--- config.mk ---
export PLATFORM = sky130hd
export DESIGN_NAME = hp_slot_ctrl
export DESIGN_NICKNAME = d
export VERILOG_FILES = /design/src/rtl/hp_slot_pkg.sv /design/src/rtl/hp_slot_state.sv /design/src/rtl/hp_cfg_regs.sv /design/src/rtl/hp_msi_gen.sv /design/src/rtl/hp_slot_ctrl.sv
export SDC_FILE = /design/constraint.sdc
export NUM_CORES = 1
export LEC_CHECK = 0
export ABC_AREA = 1
export BUFFER_PORTS_ARGS = -buffer_cell sky130_fd_sc_hd__buf_4
export CORE_ASPECT_RATIO = 0.7
export CORE_UTILIZATION = 30
export CTS_CLUSTER_DIAMETER = 80
export DETAILED_ROUTE_END_ITERATION = 10
export GPL_TIMING_DRIVEN = 0
export PLACE_DENSITY = 0.86
export SYNTH_ARGS = -nofsm -noshare
export SYNTH_HDL_FRONTEND = slang
export SYNTH_HIERARCHICAL = 1
export SYNTH_SLANG_ARGS = --single-unit
export TNS_END_PERCENT = 5
--- constraint.sdc ---
create_clock -name clk_i -period 0.8 [get_ports clk_i]
set_input_delay 0.08 -clock clk_i [delete_from_list [all_inputs] [get_ports clk_i]]
set_output_delay 0.08 -clock clk_i [all_outputs]
set_load 0.1 [all_outputs]
--- src/rtl/hp_slot_pkg.sv ---
package hp_slot_pkg;
  localparam int OFF_CAP  = 0;
  localparam int OFF_CTRL = 1;
  localparam int OFF_STAT = 2;
  localparam int OFF_LINK = 3;
  localparam int OFF_MSI  = 4;

  localparam int CTL_PCE  = 0;
  localparam int CTL_LCE  = 1;
  localparam int CTL_HIE  = 5;
  localparam int ST_PC    = 0;
  localparam int ST_LC    = 1;
  localparam int ST_CC    = 3;
  localparam int ST_PRES  = 6;
  localparam int LNK_UP   = 0;
  localparam int MSI_EN   = 0;
  localparam int CAP_HP   = 0;
  localparam int CAP_NCC  = 1;

  typedef struct packed {
    logic pres_chg_en;
    logic link_chg_en;
    logic hp_irq_en;
  } slot_ctl_t;

  typedef struct packed {
    logic present;
    logic link_up;
    logic pres_chg;
    logic link_chg;
  } slot_st_t;
endpackage

--- src/rtl/hp_slot_state.sv ---
module hp_slot_state
  import hp_slot_pkg::*;
#(
  parameter bit HOTPLUG_EN     = 1'b1,
  parameter bit STATIC_PRESENT = 1'b1
) (
  input  logic     clk_i,
  input  logic     rst_ni,
  input  logic     add_i,
  input  logic     remove_i,
  input  logic     clr_pc_i,
  input  logic     clr_lc_i,
  output slot_st_t st_o
);
  localparam logic RST_PRES = HOTPLUG_EN ? 1'b0 : STATIC_PRESENT;

  logic     ev;
  slot_st_t st_q;

  assign ev = HOTPLUG_EN && (add_i || remove_i);

  always_ff @(posedge clk_i or negedge rst_ni) begin
    if (!rst_ni) begin
      st_q.present  <= RST_PRES;
      st_q.link_up  <= RST_PRES;
      st_q.pres_chg <= 1'b0;
      st_q.link_chg <= 1'b0;
    end else begin
      if (HOTPLUG_EN && add_i) begin
        st_q.present <= 1'b1;
        st_q.link_up <= 1'b1;
      end else if (HOTPLUG_EN && remove_i) begin
        st_q.present <= 1'b0;
        st_q.link_up <= 1'b0;
      end
      // event set beats a simultaneous clear
      st_q.pres_chg <= ev || (st_q.pres_chg && !clr_pc_i);
      st_q.link_chg <= ev || (st_q.link_chg && !clr_lc_i);
    end
  end

  assign st_o = st_q;

  generate
    if (HOTPLUG_EN) begin : g_hp_chk
      a_r1_add_atomic: assert property (@(posedge clk_i) disable iff (!rst_ni)
        add_i |=> (st_o.present && st_o.link_up && st_o.pres_chg && st_o.link_chg));
      a_r2_remove_atomic: assert property (@(posedge clk_i) disable iff (!rst_ni)
        (remove_i && !add_i) |=> (!st_o.present && !st_o.link_up && st_o.pres_chg && st_o.link_chg));
      a_r4_set_wins: assert property (@(posedge clk_i) disable iff (!rst_ni)
        ((add_i || remove_i) && clr_pc_i) |=> st_o.pres_chg);
    end else begin : g_fixed_chk
      a_r10_frozen: assert property (@(posedge clk_i) disable iff (!rst_ni)
        1'b1 |=> ($stable(st_o.present) && $stable(st_o.link_up) && !st_o.pres_chg));
    end
  endgenerate
endmodule

--- src/rtl/hp_cfg_regs.sv ---
module hp_cfg_regs
  import hp_slot_pkg::*;
#(
  parameter int       AW         = 3,
  parameter bit       HOTPLUG_EN = 1'b1,
  parameter bit [7:0] SLOT_NUM   = 8'h2A
) (
  input  logic          clk_i,
  input  logic          rst_ni,
  input  logic          we_i,
  input  logic [AW-1:0] addr_i,
  input  logic [3:0]    be_i,
  input  logic [31:0]   wdata_i,
  input  slot_st_t      st_i,
  output slot_ctl_t     ctl_o,
  output logic          msi_en_o,
  output logic          clr_pc_o,
  output logic          clr_lc_o,
  output logic [31:0]   rdata_o
);
  localparam logic [AW-1:0] A_CAP  = AW'(OFF_CAP);
  localparam logic [AW-1:0] A_CTRL = AW'(OFF_CTRL);
  localparam logic [AW-1:0] A_STAT = AW'(OFF_STAT);
  localparam logic [AW-1:0] A_LINK = AW'(OFF_LINK);
  localparam logic [AW-1:0] A_MSI  = AW'(OFF_MSI);

  logic      wr_b0;
  slot_ctl_t ctl_q;
  logic      msi_en_q;
  logic      unused_wr;

  assign wr_b0     = we_i && be_i[0];
  assign unused_wr = ^{wdata_i[31:8], be_i[3:1]};

  always_ff @(posedge clk_i or negedge rst_ni) begin
    if (!rst_ni) begin
      ctl_q    <= '0;
      msi_en_q <= 1'b0;
    end else if (wr_b0) begin
      if (addr_i == A_CTRL) begin
        ctl_q.pres_chg_en <= wdata_i[CTL_PCE];
        ctl_q.link_chg_en <= wdata_i[CTL_LCE];
        ctl_q.hp_irq_en   <= wdata_i[CTL_HIE];
      end
      if (addr_i == A_MSI) msi_en_q <= wdata_i[MSI_EN];
    end
  end

  assign clr_pc_o = wr_b0 && (addr_i == A_STAT) && wdata_i[ST_PC];
  assign clr_lc_o = wr_b0 && (addr_i == A_STAT) && wdata_i[ST_LC];
  assign ctl_o    = ctl_q;
  assign msi_en_o = msi_en_q;

  always_comb begin
    rdata_o = '0;
    unique case (addr_i)
      A_CAP: begin
        rdata_o[CAP_HP]  = HOTPLUG_EN;
        rdata_o[CAP_NCC] = 1'b1;
        rdata_o[31:24]   = SLOT_NUM;
      end
      A_CTRL: begin
        rdata_o[CTL_PCE] = ctl_q.pres_chg_en;
        rdata_o[CTL_LCE] = ctl_q.link_chg_en;
        rdata_o[CTL_HIE] = ctl_q.hp_irq_en;
      end
      A_STAT: begin
        rdata_o[ST_PC]   = st_i.pres_chg;
        rdata_o[ST_LC]   = st_i.link_chg;
        rdata_o[ST_CC]   = 1'b0;
        rdata_o[ST_PRES] = st_i.present;
      end
      A_LINK: rdata_o[LNK_UP] = st_i.link_up;
      A_MSI:  rdata_o[MSI_EN] = msi_en_q;
      default: rdata_o = '0;
    endcase
  end

  a_r7_ctl_immediate: assert property (@(posedge clk_i) disable iff (!rst_ni)
    (wr_b0 && addr_i == A_CTRL) |=> (ctl_o.hp_irq_en == $past(wdata_i[CTL_HIE])));
  a_r3_be_gate: assert property (@(posedge clk_i) disable iff (!rst_ni)
    (!be_i[0]) |=> ($stable(ctl_o) && $stable(msi_en_o)));
endmodule

--- src/rtl/hp_msi_gen.sv ---
module hp_msi_gen
  import hp_slot_pkg::*;
(
  input  logic      clk_i,
  input  logic      rst_ni,
  input  slot_ctl_t ctl_i,
  input  logic      msi_en_i,
  input  logic      pres_chg_i,
  input  logic      link_chg_i,
  output logic      msi_o
);
  logic src_hit;
  logic cond;
  logic cond_q;

  assign src_hit = (pres_chg_i && ctl_i.pres_chg_en) || (link_chg_i && ctl_i.link_chg_en);
  assign cond    = msi_en_i && ctl_i.hp_irq_en && src_hit;

  always_ff @(posedge clk_i or negedge rst_ni) begin
    if (!rst_ni) cond_q <= 1'b0;
    else         cond_q <= cond;
  end

  // edge of the level condition: late enables still fire once
  assign msi_o = cond && !cond_q;

  a_r8_one_cycle: assert property (@(posedge clk_i) disable iff (!rst_ni)
    msi_o |=> !msi_o);
  a_r8_gated: assert property (@(posedge clk_i) disable iff (!rst_ni)
    msi_o |-> (msi_en_i && ctl_i.hp_irq_en));
endmodule

--- src/rtl/hp_slot_ctrl.sv ---
module hp_slot_ctrl
  import hp_slot_pkg::*;
#(
  parameter int       AW             = 3,
  parameter bit       HOTPLUG_EN     = 1'b1,
  parameter bit       STATIC_PRESENT = 1'b1,
  parameter bit [7:0] SLOT_NUM       = 8'h2A
) (
  input  logic          clk_i,
  input  logic          rst_ni,
  input  logic          hp_add_i,
  input  logic          hp_remove_i,
  input  logic          cfg_we_i,
  input  logic [AW-1:0] cfg_addr_i,
  input  logic [3:0]    cfg_be_i,
  input  logic [31:0]   cfg_wdata_i,
  output logic [31:0]   cfg_rdata_o,
  output logic          msi_req_o
);
  slot_st_t  st;
  slot_ctl_t ctl;
  logic      msi_en;
  logic      clr_pc;
  logic      clr_lc;

  hp_slot_state #(
    .HOTPLUG_EN    (HOTPLUG_EN),
    .STATIC_PRESENT(STATIC_PRESENT)
  ) u_state (
    .clk_i   (clk_i),
    .rst_ni  (rst_ni),
    .add_i   (hp_add_i),
    .remove_i(hp_remove_i),
    .clr_pc_i(clr_pc),
    .clr_lc_i(clr_lc),
    .st_o    (st)
  );

  hp_cfg_regs #(
    .AW        (AW),
    .HOTPLUG_EN(HOTPLUG_EN),
    .SLOT_NUM  (SLOT_NUM)
  ) u_regs (
    .clk_i   (clk_i),
    .rst_ni  (rst_ni),
    .we_i    (cfg_we_i),
    .addr_i  (cfg_addr_i),
    .be_i    (cfg_be_i),
    .wdata_i (cfg_wdata_i),
    .st_i    (st),
    .ctl_o   (ctl),
    .msi_en_o(msi_en),
    .clr_pc_o(clr_pc),
    .clr_lc_o(clr_lc),
    .rdata_o (cfg_rdata_o)
  );

  hp_msi_gen u_msi (
    .clk_i     (clk_i),
    .rst_ni    (rst_ni),
    .ctl_i     (ctl),
    .msi_en_i  (msi_en),
    .pres_chg_i(st.pres_chg),
    .link_chg_i(st.link_chg),
    .msi_o     (msi_req_o)
  );
endmodule

; Word-level counts from Yosys, hierarchy flattened
; Index checks and enable logic that the tools add are counted.
[word_totals]
regBits = 9
in_bits = 44
[op_classes]
eq_ne = 4
muxes = 7
n_reduce_logical = 22
[op_table]
columns = operator, n
row1 = $logic_and A1 B1 Y1, 11
row2 = $eq A3 B2 Y1 const B, 2
row3 = $mux W6, 1
row4 = $pmux W1 S5, 1
row5 = $logic_or A1 B1 Y1, 4
row6 = $mux W2, 2
row7 = $reduce_and A2 Y1, 2
row8 = $eq A3 B1 Y1 const B, 1
row9 = $eq A3 B3 Y1 const B, 1
row10 = $logic_not A1 Y1, 3
row11 = $logic_not A3 Y1, 1
row12 = $pmux W1 S3, 1
row13 = $mux W1, 2
row14 = $reduce_bool A2 Y1, 1

; Depth between registers and ports, before layout
; Gate-level depths: netlist of run 1.
[logic_depth]
word_depth = 6
mapped_depth = 7
ltp_nobuf = 7

; Hierarchy
; Netlist of run 1, hierarchy kept.
[modules_own_cells]
columns = mod, instances, cells_per_inst, area_per_inst_um2, seq_area_each_um2
row1 = hp_cfg_regs, 1, 78, 514.2, 100.1
row2 = hp_slot_state, 1, 15, 126.4, 75.1
row3 = hp_msi_gen, 1, 9, 60.1, 25.0

; Least setup slack after synthesis of run 1
; Ideal clock, no wire load.
[synth_path]
path_type = flip-flop to output port
from = register u_regs.ctl_q, in the netlist u_regs/ctl_o[0]
to = output port cfg_rdata_o[5]
t_arrival_ns = 1.636
required_ns = 0.720
slack_ns = -0.916
stages_incl_launch_ff = 3
path_buffers = 0
path_cell_list = dfrtp_1 -> inv_1 -> nor2_1
[synth_between]
elab_chain_len = 1
[synth_lines]
columns = element, line_no
row1 = start: declaration, hp_cfg_regs.sv:28  ; slot_ctl_t ctl_q;
row2 = $mux W1, hp_cfg_regs.sv:56  ; unique case (addr_i)
row3 = end: declaration, hp_slot_ctrl.sv:17  ; output logic [31:0] cfg_rdata_o,
; Every way passes these cells.

; Worst setup path in the final report of run 1
[layout_path]
from = register u_state.st_q, in the netlist u_state/st_o[2]
to = output port cfg_rdata_o[0]
[layout_between]
elab_chain_len = 1
[layout_lines]
columns = element, line_no
row1 = start: declaration, hp_slot_state.sv:18  ; slot_st_t st_q;
row2 = $pmux W1 S5, hp_cfg_regs.sv:56
; Every way passes these cells.

==> qor.yml, run 1 <==
seq_area_frac_synth_pct: 28.6
gr-total-overflow: 0
clockRootBuffer: "clkbuf_4"
post-place-ws_ns: -0.262
worst_ep_arrival_time_ns: 1.19
dr.pass1.iters: 4
timing.fmax_ghz: 0.786
crit_type: "reg2out"
syn_avg_cell_area_sq_um: 6.87
mostFrequentLayoutCells: "buf_4 (35), conb_1 (25), nand2_1 (22), inv_1 (14), dfrtp_1 (8)"
area_growth_pct: 65.7
die_w_microns: 59.8
start_kind: "register"
routabilityCongestion: 0.844
worstHoldPathType: "in2reg"
period_minus_slack_ns: 1.27
numCtsBuffers: 3
cts_tree: "yes"
h-tree-depth: 1
failed_checks: "setup timing"
cp_max_fo: 3
synthCells: 102
worstRegToRegCells: 4
min_from: "hp_add_i"
antenna_found_initial: 0
synthTopCellsByArea: "buf_4 (30%), dfrtp_1 (29%), nand2_1 (13%)"
clkSlewWorstSetupHoldPaths_ns: 0.05
status: "finished, violations left"
antenna_left: 0
rows: 14
grt_max_degree: 9
drc_errors: 0
die-area_sq_um: 2540
cp.required_ns: 0.72
post-route-period-util_pct: 159
r2r-end: "u_msi/cond_q$_DFF_PN0_"
yosysTopAreaCell: "buf_4"
wire_per_inst_microns: 7.37
portBuffers: 19
grt_pass1_wl_mm: 2.26
end_kind: "output pin"
skew_ns: 0.00581
r2r-start: "u_state/st_o[0]$_DFF_PN0_"
grt_util_all_layers_pct: 12.0
dp.cells: 177
clk_path_buf_depth: 2
fp.dieH_microns: 42.4
netlist_area_sq_um: 701
min_delay_path_depth: 3
fill_cells: 226
whs_endpoint: "u_state/st_o[1]$_DFF_PN0_"
multi_input_area_sq_um: 333
start_util_pct: 32.3
ys_ff_latch: 8
core_sq_um: 2170
ff_latch_area_sq_um: 200
finalSetupViolCount: 8
finalInstanceArea_sq_um: 1160
cap_violations: 0
power_density_nw_per_um2: 1680
drive_gt1_share_pct: 44.0
yosysWarnings: 6
synthDistinctLibCells: 17
place_hpwl_mm: 1.11
drt_iter0_markers: 20
insertion_delay_ns: 0.25
maxSlewViolCount: 0
mostFrequentLayoutCell: "buf_4"
p_leak_nw: 0.672
setup_ws_ns: -0.473
hold_viol_final: 0
viasPerCell: 3.40
wl_mm: 1.34
whs_ns: 0.0285
placed_area_sq_um: 1020
vias: 618
synth_top_area_share_pct: 30.0
rsz0062_at_grt: "yes"
diodes: 0
final_cells: 182
nets: 196
rrSetupSlack_ns: 0.04
postLayoutCoreUtil_pct: 53.5
ioPinCount: 77
cts_sinks: 8
peakVddDrop_mv: 0.687
grt_pass1_vias: 533
-- per-layer routing --
layer | vias up | track usage (%) | part of all wire, %
li1 | 347 | - | -
met1 | 250 | 14.5 | 42
met2 | 21 | 20.0 | 50
met3 | 0 | 6.48 | 7.9
met4 | 0 | 0 | 0
met5 | - | 0 | 0
-- critical path, stage by stage, from the launching register on --
cell and delay (ns):
dfrtp_1 0.38, nand2_1 0.07, inv_1 0.03, nand2_1 0.05, nand2_1 0.05, nor2_1 0.11, nand2_2 0.08, buf_12 0.17
-- cell type report --
class / count / area share, %
clock buffer: 3 / 1.94
tap: 32 / 3.45
inverter: 18 / 6.36
multi-input combinational: 72 / 28.7
sequential: 8 / 17.2
timing repair buffer: 21 / 22.1
buffer: 28 / 20.3
-- registers in the layout (all words and copies together) (netlist names) --
register / flops
u_regs/msi_en_o: 1
u_regs/ctl_o: 3
u_msi/cond_q: 1
u_state/st_o: 3
-- how the worst max path moves through the flow --
| stage | start | end | slack (ns) | cells past startpoint |
|---|---|---|---|---|
| 2_1_floorplan | cfg_addr_i[1] | cfg_rdata_o[27] | -0.29 | 4 |
| 3_3_place_gp | cfg_addr_i[1] | cfg_rdata_o[0] | -0.25 | 7 |
| 3_5_place_dp | cfg_addr_i[1] | cfg_rdata_o[0] | -0.26 | 7 |
| 4_1_cts | u_state/st_o[2]$_DFFE_PN0P_ | cfg_rdata_o[0] | -0.48 | 7 |
| 5_1_grt | u_state/st_o[2]$_DFFE_PN0P_ | cfg_rdata_o[0] | -0.56 | 7 |
| 6_report | u_state/st_o[2]$_DFFE_PN0P_ | cfg_rdata_o[0] | -0.47 | 7 |
-- Yosys cell counts --
master / number
buf_4: 28
nand2_1: 25
inv_1: 16
dfrtp_1: 8
nor2_1: 7
o21ai_1: 3
inv_2: 2
nand3_1: 2
nor2_2: 2
o21ai_0: 2
and3_2: 1
conb_1: 1
nand2_2: 1
nand3_2: 1
nand4_1: 1
nor2_4: 1
nor3_2: 1
-- cells by family after synthesis --
| kind of cell | after synthesis | synth area share [%] |
|---|---|---|
| compound gates | 5 | 3.57 |
| other cells | 1 | 0.535 |
| buf+inv | 46 | 39.6 |
| simple gates | 42 | 27.7 |
| flops | 8 | 28.6 |
-- stage by stage --
step | power, mW | setup TNS [ns]
2_1_floorplan | 1.44 | -1.68
3_3_place_gp | 1.55 | -1.60
3_5_place_dp | 1.56 | -1.75
4_1_cts | 1.95 | -2.23
5_1_grt | 2.03 | -2.63
6_report | 1.95 | -2.20
-- what timing repair did --
action                     4_1_cts  5_1_grt
pin swaps                        1        2
resized for setup               21        1
buffers inserted                 1        0
hold buffers                     1        0
setup endpoints to repair        8        9
hold endpoints to repair         8        0
-- report_power, final --
part	total (mW)	switching (mW)	internal, mW
logic	1.14	0.851	0.291
clock network	0.308	0.136	0.172
registers	0.495	0.0408	0.455
Note: power is estimated with default switching activity, not from simulation.
==> run 2: changes to the inputs <==
- CELL_PAD_IN_SITES_DETAIL_PLACEMENT: unset -> 2
- CELL_PAD_IN_SITES_GLOBAL_PLACEMENT: unset -> 2
- CORE_UTILIZATION: 30 -> 13
- PLACE_DENSITY: 0.86 -> 0.85
==> run 2 against run 1 <==
The flow still finishes with violations (setup timing). Clock power rose by 57%. Die area rose by 120%. Largest cell class unchanged. Largest power group unchanged. Combinational power about the same.
==> qor.yml, run 2 (synthesis results as in run 1) <==
status: "finished, violations left"
failed_checks: "setup timing"
period_minus_slack_ns: 1.28
cp_max_fo: 3
vias: 694
worst_ep_arrival_time_ns: 1.20
crit_buf_inv: 2
core_sq_um: 4970
final_cells: 219
diodes: 0
critPathMaxStageDelay_ns: 0.38
power_frac_comb_pct: 54.1
mostFrequentLayoutCells: "buf_4 (36), conb_1 (25), nand2_1 (22), inv_1 (14), dfrtp_1 (8)"
clkSlewWorstSetupHoldPaths_ns: 0.04
antenna_found_initial: 0
cp.required_ns: 0.72
clockPowerShare_pct: 22.6
cts_tree: "yes"
clockRootBuffer: "clkbuf_8"
ioPinCount: 77
crit_family: "flip-flops"
grt_pass1_wl_mm: 3.25
post-route-period-util_pct: 160
insertion_delay_ns: 0.23
cts_sinks: 8
maxSlewViolCount: 0
rrSetupSlack_ns: 0.01
power_mw: 2.14
clk_path_buf_depth: 2
drt-met1-wl_microns: 856
dr.pass1.iters: 4
hold_viol_final: 0
nets: 196
start_util_pct: 14.1
worstHoldPathType: "in2reg"
viasPerCell: 3.17
worstPathCellList: "nand2_1 > inv_1 > nand2_1 > nand2_1 > nor2_2 > nand2_2 > buf_12"
drt_iter0_markers: 19
finalInstanceArea_sq_um: 1220
drc_errors: 0
dp.cells: 214
die-area_sq_um: 5690
place_hpwl_mm: 1.68
finalSetupViolCount: 8
grt_max_degree: 9
crit_type: "reg2out"
p_sw_mw: 1.07
mostFrequentLayoutCell: "buf_4"
skew_ns: 0.000298
routed-wl-met3_microns: 137
crit_path_frequent_cell: "nand2_1"
end_kind: "output pin"
p_leak_nw: 0.678
wl_mm: 2.04
whs_ns: 0.0556
peakVddDrop_mv: 0.506
numCtsBuffers: 3
wire_per_inst_microns: 9.33
power.internal_mw: 1.07
rsz0062_at_grt: "yes"
slowest_stage: "dfrtp_1"
routed.top_layer: "met4"
rows: 21
grt_util_all_layers_pct: 7.50
fp.dieH_microns: 63.4
gr-total-overflow: 0
h-tree-depth: 1
setup_ws_ns: -0.480
timing.fmax_ghz: 0.781
drive_gt1_share_pct: 44.7
placed_area_sq_um: 1070
cap_violations: 0
start_kind: "register"
p_seq_share_pct: 23.3
grt_pass1_vias: 700
die_w_microns: 89.7
routabilityCongestion: 0.743
met2_wirelength_mm: 1.04
antenna_left: 0
portBuffers: 19
switching_share_pct: 49.9
area_growth_pct: 74.3
power_density_nw_per_um2: 1750
## run 2: final cells by class
class	count	area [sq um]
buffer	28	235
clock buffer	3	41.3
fill	599	3740
inverter	18	73.8
multi-input combinational	72	335
sequential	8	200
tap	69	86.3
timing repair buffer	21	249
## run 2: routing by layer
metal / track usage (%) / vias to the layer above
met5: 0 / -
met3: 3.62 / 2
met1: 8.22 / 329
met2: 13.7 / 20
met4: 0.615 / 0
li1: - / 343
## run 2: metrics by stage
stage               util [%]  setup TNS (ns)  setup WS, ns
finish                  24.6           -2.12        -0.480
global route            24.6           -2.54        -0.546
CTS                     24.4           -2.28        -0.498
detailed placement      21.6           -2.02        -0.329
global placement        21.6           -1.78        -0.287
floorplan                  -           -1.68        -0.293
## run 2: timing repair
item                       CTS  global route
hold buffers                 1             0
pin swaps                    2             1
hold endpoints to repair     8             0
resized for setup           18             3
setup endpoints to repair    8             9
setup buffers                1             0
## run 2: worst paths after layout
check,start,endpoint,cells after the start
worst max-delay path,u_state/st_o[2]$_DFFE_PN0P_,cfg_rdata_o[0],7
worst min-delay path,hp_add_i,u_state/st_o[0]$_DFF_PN0_,3
worst max register to register,u_state/st_o[1]$_DFF_PN0_,u_msi/cond_q$_DFF_PN0_,4
worst min register to register,u_state/st_o[0]$_DFF_PN0_,u_state/st_o[0]$_DFF_PN0_,2
max in group asynchronous,rst_ni,u_state/st_o[0]$_DFF_PN0_,2
min in group asynchronous,rst_ni,u_regs/ctl_o[0]$_DFFE_PN0P_,2
## run 2: worst min-delay path, delay by kind of cell
kind	cells	cell delay, ns
buf+inv	1	0.09
simple gates	2	0.08
## run 2: power groups by stage
stage / Combinational [mW] / Clock [mW] / Sequential, mW
6_report: 1.16 / 0.484 / 0.498
5_1_grt: 1.21 / 0.521 / 0.506
4_1_cts: 1.15 / 0.502 / 0.501
3_5_place_dp: 1.08 / 0 / 0.504
3_3_place_gp: 1.06 / 0 / 0.502
2_1_floorplan: 0.946 / 0 / 0.490
==> run 3: changes to the inputs <==
- MAX_ROUTING_LAYER: unset -> met4
==> run 3 against run 2 <==
The run still ends with setup timing left. Clock power about the same. Via count did not move. Combinational power barely moved. Die area did not move. Wire length unchanged. First-iteration DRC count stayed put. Non-clock buffer count unchanged. Worst setup slack improved by 0.0045 ns. Critical path depth unchanged. Largest power group unchanged.
==> qor.yml, run 3 (synthesis results as in run 1) <==
rows: 21
finalSetupViolCount: 8
diodes: 0
vias: 694
wl_mm: 2.04
start_util_pct: 14.1
grt_max_degree: 9
slowest_stage: "dfrtp_1"
dp.cells: 214
worstRegToRegCells: 4
power_mw: 2.14
crit_path_frequent_cell: "nand2_1"
worst_ep_arrival_time_ns: 1.20
antenna_found_initial: 0
whs_endpoint: "u_state/st_o[0]$_DFF_PN0_"
place_hpwl_mm: 1.68
hold_viol_final: 0
mostFrequentLayoutCell: "buf_4"
setup_ws_ns: -0.475
clockRootBuffer: "clkbuf_8"
gr-total-overflow: 0
postLayoutCoreUtil_pct: 24.6
antenna_left: 0
rsz0062_at_grt: "yes"
post-route-period-util_pct: 159
numCtsBuffers: 3
end_kind: "output pin"
mostFrequentLayoutCells: "buf_4 (36), conb_1 (25), nand2_1 (22), inv_1 (14), dfrtp_1 (8)"
dr.pass1.iters: 2
drt_iter0_markers: 19
r2r-end: "u_msi/cond_q$_DFF_PN0_"
critPathMaxStageDelay_ns: 0.38
period_minus_slack_ns: 1.28
placed_area_sq_um: 1070
p_leak_nw: 0.678
crit_family: "flip-flops"
crit_buf_inv: 2
die-area_sq_um: 5690
nets: 196
portBuffers: 19
viasPerCell: 3.17
ioPinCount: 77
fin_tns_setup_ns: -2.12
cts_sinks: 8
min_delay_path_depth: 3
worstHoldPathType: "in2reg"
power_density_nw_per_um2: 1750
cp_max_fo: 3
core_sq_um: 4970
grt_util_all_layers_pct: 7.72
min_from: "hp_add_i"
final_cells: 219
insertion_delay_ns: 0.23
start_kind: "register"
cts_tree: "yes"
rrSetupSlack_ns: 0.01
maxSlewViolCount: 0
routabilityCongestion: 0.753
cp.required_ns: 0.72
grt_pass1_wl_mm: 3.24
clk_path_buf_depth: 2
fp.dieH_microns: 63.4
drc_errors: 0
die_w_microns: 89.7
timing.fmax_ghz: 0.784
wire_per_inst_microns: 9.33
crit_type: "reg2out"
whs_ns: 0.0554
drive_gt1_share_pct: 44.7
area_growth_pct: 74.3
skew_ns: 0.000139
h-tree-depth: 1
cap_violations: 0
r2r-start: "u_state/st_o[1]$_DFF_PN0_"
peakVddDrop_mv: 0.506
status: "finished, violations left"
worstPathCellList: "nand2_1 > inv_1 > nand2_1 > nand2_1 > nor2_2 > nand2_2 > buf_12"
post-place-ws_ns: -0.329
failed_checks: "setup timing"
clkSlewWorstSetupHoldPaths_ns: 0.04
grt_pass1_vias: 701
finalInstanceArea_sq_um: 1220
[run 3: worst reg2reg max path: stages (launching register included)]
cell     delay (ns)
dfrtp_1        0.40
nand2_1        0.08
nand2_1        0.07
nand2_2        0.09
inv_1          0.05
[run 3: layout make-up]
class,instances,area (sq um)
Clock buffer,3,41.3
Multi-Input combinational cell,72,335
Inverter,18,73.8
Buffer,28,235
Fill cell,599,3740
Tap cell,69,86.3
Timing Repair Buffer,21,249
Sequential cell,8,200
[run 3: timing repair]
item | in CTS | in global routing
resized for setup | 18 | 3
hold buffers | 1 | 0
endpoints found under the setup margin | 8 | 9
pin swaps | 2 | 1
endpoints found under the hold margin | 8 | 0
setup buffers | 1 | 0
[run 3: worst max-delay path by stage]
stage / startpoint / end / slack, ns / cells after the start
4_1_cts: u_state/st_o[2]$_DFFE_PN0P_ / cfg_rdata_o[0] / -0.50 / 7
6_report: u_state/st_o[2]$_DFFE_PN0P_ / cfg_rdata_o[0] / -0.48 / 7
2_1_floorplan: cfg_addr_i[1] / cfg_rdata_o[27] / -0.29 / 4
3_3_place_gp: u_state/st_o[2]$_DFFE_PN0P_ / cfg_rdata_o[0] / -0.29 / 7
5_1_grt: u_state/st_o[2]$_DFFE_PN0P_ / cfg_rdata_o[0] / -0.55 / 7
3_5_place_dp: u_state/st_o[2]$_DFFE_PN0P_ / cfg_rdata_o[0] / -0.33 / 7
[run 3: report_power, final]
| part | switching [mW] | internal, mW | total, mW |
|---|---|---|---|
| logic | 0.868 | 0.289 | 1.16 |
| clock network | 0.158 | 0.326 | 0.484 |
| registers | 0.0423 | 0.456 | 0.498 |
[run 3: per-layer routing]
layer / routed length, microns / up-vias / GRT usage (%)
met5: 0 / - / -
met4: 5 / 0 / 0.615
met2: 1050 / 18 / 13.7
met3: 110 / 2 / 3.38
li1: - / 345 / -
met1: 877 / 329 / 8.36
